**src/rtl/psr_pkg.sv**
```systemverilog
package psr_pkg;

  localparam int SR_W  = 8;
  localparam int BIT_C = 0;
  localparam int BIT_Z = 1;
  localparam int BIT_N = 2;
  localparam int BIT_V = 3;
  localparam int BIT_S = 4;
  localparam int BIT_H = 5;
  localparam int BIT_T = 6;
  localparam int BIT_I = 7;

  localparam int MSK_C = 0;
  localparam int MSK_Z = 1;
  localparam int MSK_N = 2;
  localparam int MSK_V = 3;
  localparam int MSK_H = 4;
  localparam int MSK_W = 5;

  typedef enum logic [1:0] {
    OPC_NONE  = 2'd0,
    OPC_ADD   = 2'd1,
    OPC_SUB   = 2'd2,
    OPC_LOGIC = 2'd3
  } op_cls_e;

  typedef struct packed {
    logic h;
    logic v;
    logic n;
    logic z;
    logic c;
  } arith_flags_t;

  // carry out of a bit position, recovered from operand and result bits
  function automatic logic add_carry(input logic a, input logic b, input logic r);
    return (a & b) | (b & ~r) | (~r & a);
  endfunction

  // borrow out of a bit position for a - b
  function automatic logic sub_borrow(input logic a, input logic b, input logic r);
    return (~a & b) | (b & r) | (r & ~a);
  endfunction

  function automatic logic add_ovf(input logic a, input logic b, input logic r);
    return (a & b & ~r) | (~a & ~b & r);
  endfunction

  function automatic logic sub_ovf(input logic a, input logic b, input logic r);
    return (a & ~b & ~r) | (~a & b & r);
  endfunction

endpackage

```
**src/rtl/psr_flag_calc.sv**
```systemverilog
module psr_flag_calc
  import psr_pkg::*;
#(
  parameter int DW = 8
) (
  input  op_cls_e         op,
  input  logic [DW-1:0]   a,
  input  logic [DW-1:0]   b,
  input  logic [DW-1:0]   res,
  output arith_flags_t    flags
);
  localparam int MSB  = DW - 1;
  localparam int HALF = DW / 2 - 1;

  logic res_zero;
  assign res_zero = (res == '0);

  always_comb begin
    flags   = '0;
    flags.z = res_zero;
    flags.n = res[MSB];
    unique case (op)
      OPC_ADD: begin
        flags.c = add_carry(a[MSB], b[MSB], res[MSB]);
        flags.h = add_carry(a[HALF], b[HALF], res[HALF]);
        flags.v = add_ovf(a[MSB], b[MSB], res[MSB]);
      end
      OPC_SUB: begin
        flags.c = sub_borrow(a[MSB], b[MSB], res[MSB]);
        flags.h = sub_borrow(a[HALF], b[HALF], res[HALF]);
        flags.v = sub_ovf(a[MSB], b[MSB], res[MSB]);
      end
      default: begin
        flags.c = 1'b0;
        flags.h = 1'b0;
        flags.v = 1'b0;
      end
    endcase
  end

endmodule

```
**src/rtl/psr_irq_gate.sv**
```systemverilog
module psr_irq_gate #(
  parameter int NUM_IRQ = 4
) (
  input  logic               gie,
  input  logic [NUM_IRQ-1:0] req,
  input  logic [NUM_IRQ-1:0] en,
  output logic [NUM_IRQ-1:0] pass
);
  for (genvar g = 0; g < NUM_IRQ; g++) begin : g_line
    assign pass[g] = gie & en[g] & req[g];
  end
endmodule

```
**src/rtl/psr_bit_xfer.sv**
```systemverilog
module psr_bit_xfer #(
  parameter int DW = 8
) (
  input  logic [$clog2(DW)-1:0] sel,
  input  logic [DW-1:0]         opnd,
  input  logic                  tval,
  output logic                  picked,
  output logic [DW-1:0]         merged
);
  assign picked = opnd[sel];

  for (genvar g = 0; g < DW; g++) begin : g_bit
    assign merged[g] = (sel == g[$clog2(DW)-1:0]) ? tval : opnd[g];
  end
endmodule

```
**src/rtl/psr_core.sv**
```systemverilog
module psr_core
  import psr_pkg::*;
#(
  parameter int NUM_IRQ = 4
) (
  input  logic               clk,
  input  logic               rst_n,
  input  logic [1:0]         alu_op,
  input  logic [7:0]         alu_a,
  input  logic [7:0]         alu_b,
  input  logic [7:0]         alu_res,
  input  logic [4:0]         flag_mask,
  input  logic               irq_take,
  input  logic               irq_ret,
  input  logic               gie_set,
  input  logic               gie_clr,
  input  logic               bst_en,
  input  logic [2:0]         bit_sel,
  input  logic [7:0]         xfer_opnd,
  output logic [7:0]         bld_out,
  input  logic               sw_we,
  input  logic [7:0]         sw_wdata,
  input  logic [NUM_IRQ-1:0] irq_req,
  input  logic [NUM_IRQ-1:0] irq_en,
  output logic [NUM_IRQ-1:0] irq_pass,
  output logic [7:0]         sreg,
  output logic               gie,
  output logic               tbit
);

  logic [SR_W-1:0] sr_q;
  logic [SR_W-1:0] sr_d;
  arith_flags_t    calc;
  op_cls_e         opc;
  logic            alu_upd;
  logic            i_clear_evt;
  logic            i_set_evt;
  logic            bst_bit;

  assign opc         = op_cls_e'(alu_op);
  assign alu_upd     = (opc != OPC_NONE);
  assign i_clear_evt = irq_take | gie_clr;
  assign i_set_evt   = (irq_ret | gie_set) & ~i_clear_evt;

  psr_flag_calc #(.DW(SR_W)) u_calc (
    .op    (opc),
    .a     (alu_a),
    .b     (alu_b),
    .res   (alu_res),
    .flags (calc)
  );

  psr_bit_xfer #(.DW(SR_W)) u_xfer (
    .sel    (bit_sel),
    .opnd   (xfer_opnd),
    .tval   (sr_q[BIT_T]),
    .picked (bst_bit),
    .merged (bld_out)
  );

  psr_irq_gate #(.NUM_IRQ(NUM_IRQ)) u_gate (
    .gie  (sr_q[BIT_I]),
    .req  (irq_req),
    .en   (irq_en),
    .pass (irq_pass)
  );

  always_comb begin
    sr_d = sr_q;
    if (sw_we) begin
      sr_d        = sw_wdata;
      sr_d[BIT_S] = sw_wdata[BIT_N] ^ sw_wdata[BIT_V];
    end else begin
      if (i_clear_evt)    sr_d[BIT_I] = 1'b0;
      else if (i_set_evt) sr_d[BIT_I] = 1'b1;
      if (bst_en)         sr_d[BIT_T] = bst_bit;
      if (alu_upd) begin
        if (flag_mask[MSK_C]) sr_d[BIT_C] = calc.c;
        if (flag_mask[MSK_Z]) sr_d[BIT_Z] = calc.z;
        if (flag_mask[MSK_N]) sr_d[BIT_N] = calc.n;
        if (flag_mask[MSK_V]) sr_d[BIT_V] = calc.v;
        if (flag_mask[MSK_H]) sr_d[BIT_H] = calc.h;
      end
      sr_d[BIT_S] = sr_d[BIT_N] ^ sr_d[BIT_V];
    end
  end

  always_ff @(posedge clk or negedge rst_n) begin
    if (!rst_n) sr_q <= '0;
    else        sr_q <= sr_d;
  end

  assign sreg = sr_q;
  assign gie  = sr_q[BIT_I];
  assign tbit = sr_q[BIT_T];

endmodule

```
**config.mk**
```make
export PLATFORM = sky130hd
export DESIGN_NAME = psr_core
export DESIGN_NICKNAME = d
export VERILOG_FILES = /design/src/rtl/psr_pkg.sv /design/src/rtl/psr_flag_calc.sv /design/src/rtl/psr_irq_gate.sv /design/src/rtl/psr_bit_xfer.sv /design/src/rtl/psr_core.sv
export SDC_FILE = /design/constraint.sdc
export NUM_CORES = 1
export LEC_CHECK = 0
export ABC_AREA = 1
export BUFFER_PORTS_ARGS = -buffer_cell sky130_fd_sc_hd__buf_4
export CAP_MARGIN = 20
export CORE_UTILIZATION = 40
export DETAILED_ROUTE_END_ITERATION = 10
export PLACE_DENSITY_LB_ADDON = 0.1
export SKIP_CTS_REPAIR_TIMING = 1
export SLEW_MARGIN = 20
export SYNTH_ARGS = -nofsm -noshare
export SYNTH_HDL_FRONTEND = slang
export SYNTH_HIERARCHICAL = 1
export SYNTH_SLANG_ARGS = --single-unit
```
**constraint.sdc**
```tcl
create_clock -name clk -period 1.85 [get_ports clk]
set_clock_uncertainty 0.2 [all_clocks]
set_input_delay 0.2775 -clock clk [delete_from_list [all_inputs] [get_ports clk]]
set_output_delay 0.2775 -clock clk [all_outputs]
set_load 0.02 [all_outputs]
```
======== Word-level counts from Yosys, hierarchy flattened ========
Index checks and enable logic that the tools add are counted.
Widths: inputs -> output; s select.
operators by class
  reduce and logical (&&, ||, !) cells .... 12
  equality and inequality tests ........... 9
  order comparisons ....................... 1
  mux-type cells .......................... 24
  bitwise gates (word level) .............. 47
operators with widths
  operator            count
  $and 1x1->1         27
  $mux 1              18
  $eq 3x3->1 const B  4
  $or 1x1->1          12
  $reduce_bool 2->1   6
  $logic_not 8->1     1
  $mux 4              2
  $mux 8              1
  $eq 3x2->1 const B  2
  $not 1->1           6
  $reduce_and 2->1    3
  $lt 3x4->1 const B  1
  $pmux 2 s2          1
  $bmux 1 s3          1
  $eq 3x1->1 const B  1
  $logic_not 3->1     1
  $reduce_bool 3->1   1
  $eq 2x1->1 const B  1
  $eq 2x2->1 const B  1
  $pmux 1 s2          1
  $xor 1x1->1         2
storage, ports and cells
  word-level logic and storage cells ...... 99
  register bits after elaboration ......... 8
  bits of input ports ..................... 66
  output and inout port bits .............. 22

======== Longest topological paths before layout ========
Gate-level depths: netlist of run 1.
  word-level depth ........................ 10
  gate-level depth with buffers ........... 11
  depth with buffers taken out ............ 11

======== By module ========
Netlist of run 1, hierarchy kept.
modules (own cells, without submodules)
  module         area an instance (um2)  cells each  times used  seq. area each (um2)
  psr_core       491.7                   64          1           200.2
  psr_bit_xfer   237.7                   52          1           0.0
  psr_flag_calc  202.7                   38          1           0.0
  psr_irq_gate   45.0                    12          1           0.0

======== Worst setup path after synthesis of run 1 ========
OpenSTA, ideal clock, no wires.
  path kind ............................... reg2out
  start ................................... reg sr_q[6], in the netlist sreg[6]
  end ..................................... out bld_out[2]
  buffers on the path ..................... 0
  arrival time ............................ 1127 ps
  path slack .............................. 245 ps
  cell stages (with the launch flop) ...... 3
  data required time ...................... 1372 ps
  path through ............................ dfrtp_1 > inv_1 > o21ai_0
on the way
  longest elaborated chain between the ends .. 1
ends and longest elaborated chain
  element                   line                text
  start: declaration        psr_core.sv:31      logic [SR_W-1:0] sr_q;
  start signal: assignment  psr_core.sv:90      else sr_q <= sr_d;
  $mux 1                    psr_bit_xfer.sv:13  assign merged[g] = (sel == g[$clog2(DW)-1:0]) ? tval : opnd[g];
  end: declaration          psr_core.sv:20      output logic [7:0] bld_out,
No other way between the ends.

======== Worst setup path after layout of run 1 ========
  start ................................... reg sr_q[6], in the netlist sreg[6]
  end ..................................... out bld_out[7]
Same word-level chain as after synthesis.

==> results of run 1 <==
-- layout make-up --
class	count	area share, %
multi-input combinational	127	40.2
timing repair buffer	75	36.7
sequential	8	13.0
inverter	24	6.34
tap	28	2.27
clock buffer	3	1.46
-- worst reg2reg max path, stage by stage, from the launching register on --
cell and delay, ps:
dfrtp_1 360, inv_1 50, o21ai_1 140, nand2_2 60, nand2_2 60, nand2_1 60
nand2_1 80, nand2_1 50
-- metrics by stage --
stage                     total power (uW)  cell area (um^2)  hold slack, ps
after floorplan                        398               977            -218
after global placement                 557              1510           -98.7
after detailed placement               567              1510           -95.4
after CTS                              705              1530            -374
after global routing                   748              1540            57.7
final                                  700              1540            40.2
-- placed cells by master (no fill, tap or decap), drive strengths merged --
cell	Yosys	layout
buf	7	74
nand2	69	69
inv	24	24
nand3	19	19
o21ai	14	14
nor2	13	13
dfrtp	8	8
a21oi	4	4
a31oi	3	3
clkbuf	0	3
ha	2	2
mux2i	1	1
nor3	1	1
dlygate4sd3	0	1
nor4	1	1
-- cell families (layout without fill, tap and decap cells) --
kind of cell	count (synthesis)	count (layout)	synth area share [%]
flip-flops	8	8	20.5
AO/OA/AOI/OAI	21	21	11.9
adder cells (fa/ha/maj)	2	2	2.56
AND/OR/NAND/NOR	103	103	47.9
multiplexers	1	1	1.02
buffers and inverters	31	102	16.1
-- where the power goes --
part           internal (uW)  total (uW)  switching, uW
sequential               193         206           13.0
clock                   74.3         134           59.5
combinational            172         360            187
-- per-layer routing --
metal	global-route usage, %	up-vias	part of all wire [%]
met1	24.7	584	40
met4	4.95	0	0.18
met3	5.65	2	5.4
met2	40.0	40	54
met5	0	-	0
li1	-	663	-
-- path summary, 6_finish.rpt --
path | start | end | slack [ps] | depth (start not counted)
max | sreg[6]$_DFFE_PN0P_ | bld_out[7] | 210 | 3
min | sw_wdata[7] | sreg[7]$_DFFE_PN0P_ | 40 | 3
max reg2reg | sreg[2]$_DFF_PN0_ | sreg[4]$_DFF_PN0_ | 690 | 7
min reg2reg | sreg[1]$_DFFE_PN0P_ | sreg[1]$_DFFE_PN0P_ | 350 | 2
max in group asynchronous | rst_n | sreg[5]$_DFFE_PN0P_ | 1120 | 2
min in group asynchronous | rst_n | sreg[0]$_DFFE_PN0P_ | 190 | 2
==> out/metrics.cfg, run 1 <==
[timing]
final_max_slew_viol_count = 0
rsz0062_at_grt = no
max_freq_mhz = 612
setup_viol = 0
fin_setup_tns_ps = 0
relSlewSlack_pct = 77.5
fin_crit_sh_pct = 88.4
min_period_ps = 1640
setup_ws_ps = 215
hold_viol = 0
worst_pin_slew_ps = 334

[clock_network]
cts-root-buf = clkbuf_4
cts_tree = done
clkTransAtPathRegs_ps = 50
cts.sinks = 8
clock_latency_ps = 250
htree_levels = 1
cts_buffers = 3
cts_buffer_depth = 2

[layout]
fillerInstances = 207
syn_to_final_growth_pct = 57.6
stdcell_count = 265
fin_util_pct = 68.3
num_antenna_cells = 0
multi_input_area_um2 = 619
ff_latch_area_um2 = 200
drive_above_1_share_pct = 39.2
nets = 307
largest_register_ffs = 8

[setup_path]
crit_path_max_incr_delay_ps = 410
worst_setup_path_end_kind = primary output
cp_max_fo = 8
critPathTopFamily = flip-flops
path_class = flip-flop to primary output
worst-path-buf-inv = 2
worst_ep_required_time_ps = 1370
cp.arrival_ps = 1160
path_cells = inv_1, o21ai_0, buf_4
critPathSlowestCell = dfrtp_1
cp-start-kind = flip-flop

[synth]
synth_ff_type = dfrtp_1
postSynthAreaPerCell_um2 = 5.89
synth_top_area_cell = nand2_1
synth_cells = 166
synth_area_leaders = nand2_1 25%, dfrtp_1 20%, nand3_1 7.7%
syn-cell-area_um2 = 977
yosysMostFrequentCell = nand2_1
seq_area_frac_synth_pct = 20.5
synth_top_area_share_pct = 24.6
syn-num-nets = 234
yosysWarnings = 6
synthTopCellsByCount = 64 x nand2_1, 19 x inv_1, 15 x nand3_1, 13 x nor2_1
synth_seq_cells = 8
ys_types = 22
async_flop_share_pct = 100
synth_edf_count = 0

[floorplan]
fp.coreArea_um2 = 2250
rows = 17
die_h_um = 51.4
start_util_pct = 43.3
die_w_um = 51.4
dieArea_um2 = 2640
ios = 88

[flow_run]
maxCapViolCount = 0

[power_and_ir_drop]
peakVddDrop_v = 0.000373
powerDensity_nw_per_um2 = 454
p_leak_uw = 0.000886

[route]
drtIter0Drc = 11
vias_per_cell = 4.86
vias = 1289
drtAntennaViolNets = 0
dr.pass1.iters = 4
drt-total-wl_um = 2770
drc = 0
avgRoutedWirePerCell_um = 10.4

[placed_design]
dp_hpwl_um = 2300
pre_cts_slack_ps = 244
place_inst = 261
port_buffers = 74
gp_congestion = 0.809

[global_routing]
grt_overflow_total = 0
grt_max_degree = 15
gr-usage-all-layers_pct = 21.8
grt_pass1_vias = 1079
grt_pass1_wl_um = 4410
antenna_found_initial = 0

[min_path]
hold_class = input pin to flip-flop

[status]
status = completed

Power figures use the tool's default switching activity.
==> run 2: changes to the inputs <==
--- a/config.mk
+++ b/config.mk
@@ -8,11 +8,12 @@
 export ABC_AREA = 1
 export BUFFER_PORTS_ARGS = -buffer_cell sky130_fd_sc_hd__buf_4
 export CAP_MARGIN = 20
-export CORE_UTILIZATION = 40
+export CELL_PAD_IN_SITES_DETAIL_PLACEMENT = 0
+export CELL_PAD_IN_SITES_GLOBAL_PLACEMENT = 1
+export CORE_UTILIZATION = 24
 export DETAILED_ROUTE_END_ITERATION = 10
 export PLACE_DENSITY_LB_ADDON = 0.1
 export SKIP_CTS_REPAIR_TIMING = 1
-export SLEW_MARGIN = 20
 export SYNTH_ARGS = -nofsm -noshare
 export SYNTH_HDL_FRONTEND = slang
 export SYNTH_HIERARCHICAL = 1
==> out/metrics.cfg, run 2 (same netlist as run 1, synthesis figures left out) <==
[status]
status = completed  ; unchanged

[timing]
rsz0062_at_grt = no  ; unchanged
final_max_slew_viol_count = 0  ; unchanged
setup_viol = 0  ; unchanged
worst_pin_slew_ps = 383  ; was 334 ps
fin_crit_sh_pct = 88.0  ; was 88.4%
relSlewSlack_pct = 74.2  ; was 77.5%
hold_viol = 0  ; unchanged
min_period_ps = 1630  ; was 1640 ps
max_freq_mhz = 614  ; was 612 MHz
hold_slack_ps = 76.0  ; was 40.2 ps
fin_setup_tns_ps = 0  ; unchanged

[route]
avgRoutedWirePerCell_um = 10.4  ; about the same
drtAntennaViolNets = 0  ; unchanged
vias = 1246  ; was 1289
vias_per_cell = 4.37  ; was 4.86
dr.pass1.iters = 4  ; unchanged
drtIter0Drc = 43  ; was 11
drc = 0  ; unchanged
drt-total-wl_um = 2950  ; was 2770 um

[layout]
final_cell_mix = 74 x buf_4, 64 x nand2_1, 19 x inv_1  ; unchanged
largest_register_ffs = 8  ; unchanged
final_area_um2 = 1580  ; was 1540 um^2
syn_to_final_growth_pct = 62.1  ; was 57.6%
nets = 307  ; unchanged
drive_above_1_share_pct = 39.2  ; unchanged
fin_util_pct = 42.0  ; was 68.3%
final_common_cell = buf_4  ; unchanged
num_antenna_cells = 0  ; unchanged

[global_routing]
grt_pass1_vias = 1256  ; was 1079
gr-usage-all-layers_pct = 14.7  ; was 21.8%
grt_overflow_total = 0  ; unchanged
grt_max_degree = 15  ; unchanged
grt_pass1_wl_um = 5030  ; was 4410 um
antenna_found_initial = 0  ; unchanged

[placed_design]
gp_congestion = 0.743  ; was 0.809
port_buffers = 74  ; unchanged
dp_hpwl_um = 2550  ; was 2300 um
dpl_cell_area_um2 = 1530  ; was 1510 um^2

[clock_network]
cts_tree = done  ; unchanged
htree_levels = 1  ; unchanged
clkTransAtPathRegs_ps = 40  ; was 50 ps
cts_buffer_depth = 2  ; unchanged
cts.sinks = 8  ; unchanged
cts-root-buf = clkbuf_8  ; was clkbuf_4
clock_latency_ps = 220  ; was 250 ps
cts_buffers = 3  ; unchanged

[setup_path]
worst-path-buf-inv = 2  ; unchanged
rr_endpoint = sreg[4]$_DFF_PN0_  ; unchanged
cp-start-kind = flip-flop  ; unchanged
critPathTopFamily = flip-flops  ; unchanged
r2r_start = sreg[2]$_DFF_PN0_  ; unchanged
reg2reg_slack_ps = 670  ; was 690 ps
cp.arrival_ps = 1150  ; was 1160 ps
reg2regPathDepth = 7  ; unchanged
worst_setup_path_end_kind = primary output  ; unchanged
worst_ep_required_time_ps = 1370  ; about the same
path_class = flip-flop to primary output  ; unchanged
crit_path_max_incr_delay_ps = 400  ; was 410 ps
cp_max_fo = 8  ; unchanged
critPathSlowestCell = dfrtp_1  ; unchanged
path_cells = inv_1, o21ai_0, buf_4  ; unchanged

[floorplan]
fp.coreArea_um2 = 3770  ; was 2250 um^2
die_h_um = 65.8  ; was 51.4 um
rows = 22  ; was 17
die_w_um = 65.8  ; was 51.4 um
ios = 88  ; unchanged
dieArea_um2 = 4330  ; was 2640 um^2
start_util_pct = 25.9  ; was 43.3%

[power_and_ir_drop]
powerDensity_nw_per_um2 = 489  ; was 454 nW/um^2
peakVddDrop_v = 0.000201  ; was 0.000373 V
power.total_uw = 774  ; was 700 uW
p_leak_uw = 0.000894  ; was 0.000886 uW

[min_path]
min_from = sw_wdata[7]  ; unchanged
whs_path_depth = 3  ; unchanged
hold_class = input pin to flip-flop  ; unchanged
whs_endpoint = sreg[7]$_DFFE_PN0P_  ; unchanged

[flow_run]
maxCapViolCount = 0  ; unchanged

-- run 2: stage by stage --
step                setup slack (ps)  cells
floorplan                        245    166
global placement                 276    281
detailed placement               262    281
CTS                              204    284
global route                     148    285
finish                           223    285
-- run 2: report_power, final --
group          switching (uW)  internal, uW  total [uW]
logic                     187           173         360
registers                14.2           194         208
clock network            65.9           141         207
total                     267           507         774
-- run 2: how the worst max path moves through the flow --
stage,startpoint,end,slack (ps),cells after the start
after floorplan,sreg[6]$_DFFE_PN0P_,bld_out[2],250,2
after global placement,alu_op[1],sreg[4]$_DFF_PN0_,280,10
after detailed placement,alu_op[1],sreg[4]$_DFF_PN0_,260,11
after CTS,sreg[6]$_DFFE_PN0P_,bld_out[3],200,3
after global routing,sreg[6]$_DFFE_PN0P_,bld_out[3],150,3
final,sreg[6]$_DFFE_PN0P_,bld_out[3],220,3
-- run 2: tightest hold or removal path, delay by kind of cell --
kind	cells	cell delay [ps]
compound gates	1	60
buf+inv	1	80
simple gates	1	40
-- run 2: routing by layer --
layer / part of all wire, % / wire length [um] / up-vias / track usage, %
met5: 0 / 0 / - / 0
met4: 0 / 0 / 0 / 3.26
met3: 6.6 / 195 / 0 / 2.07
met2: 53 / 1580 / 40 / 28.1
met1: 40 / 1180 / 541 / 16.8
li1: - / - / 665 / -
-- run 2: area by class of cell --
cell class                 instances  area, um^2
clock buffer                       3        41.3
fill                             401        2190
timing repair buffer              75         566
multi-input combinational        127         619
sequential                         8         200
tap                               48        60.1
inverter                          24        97.6
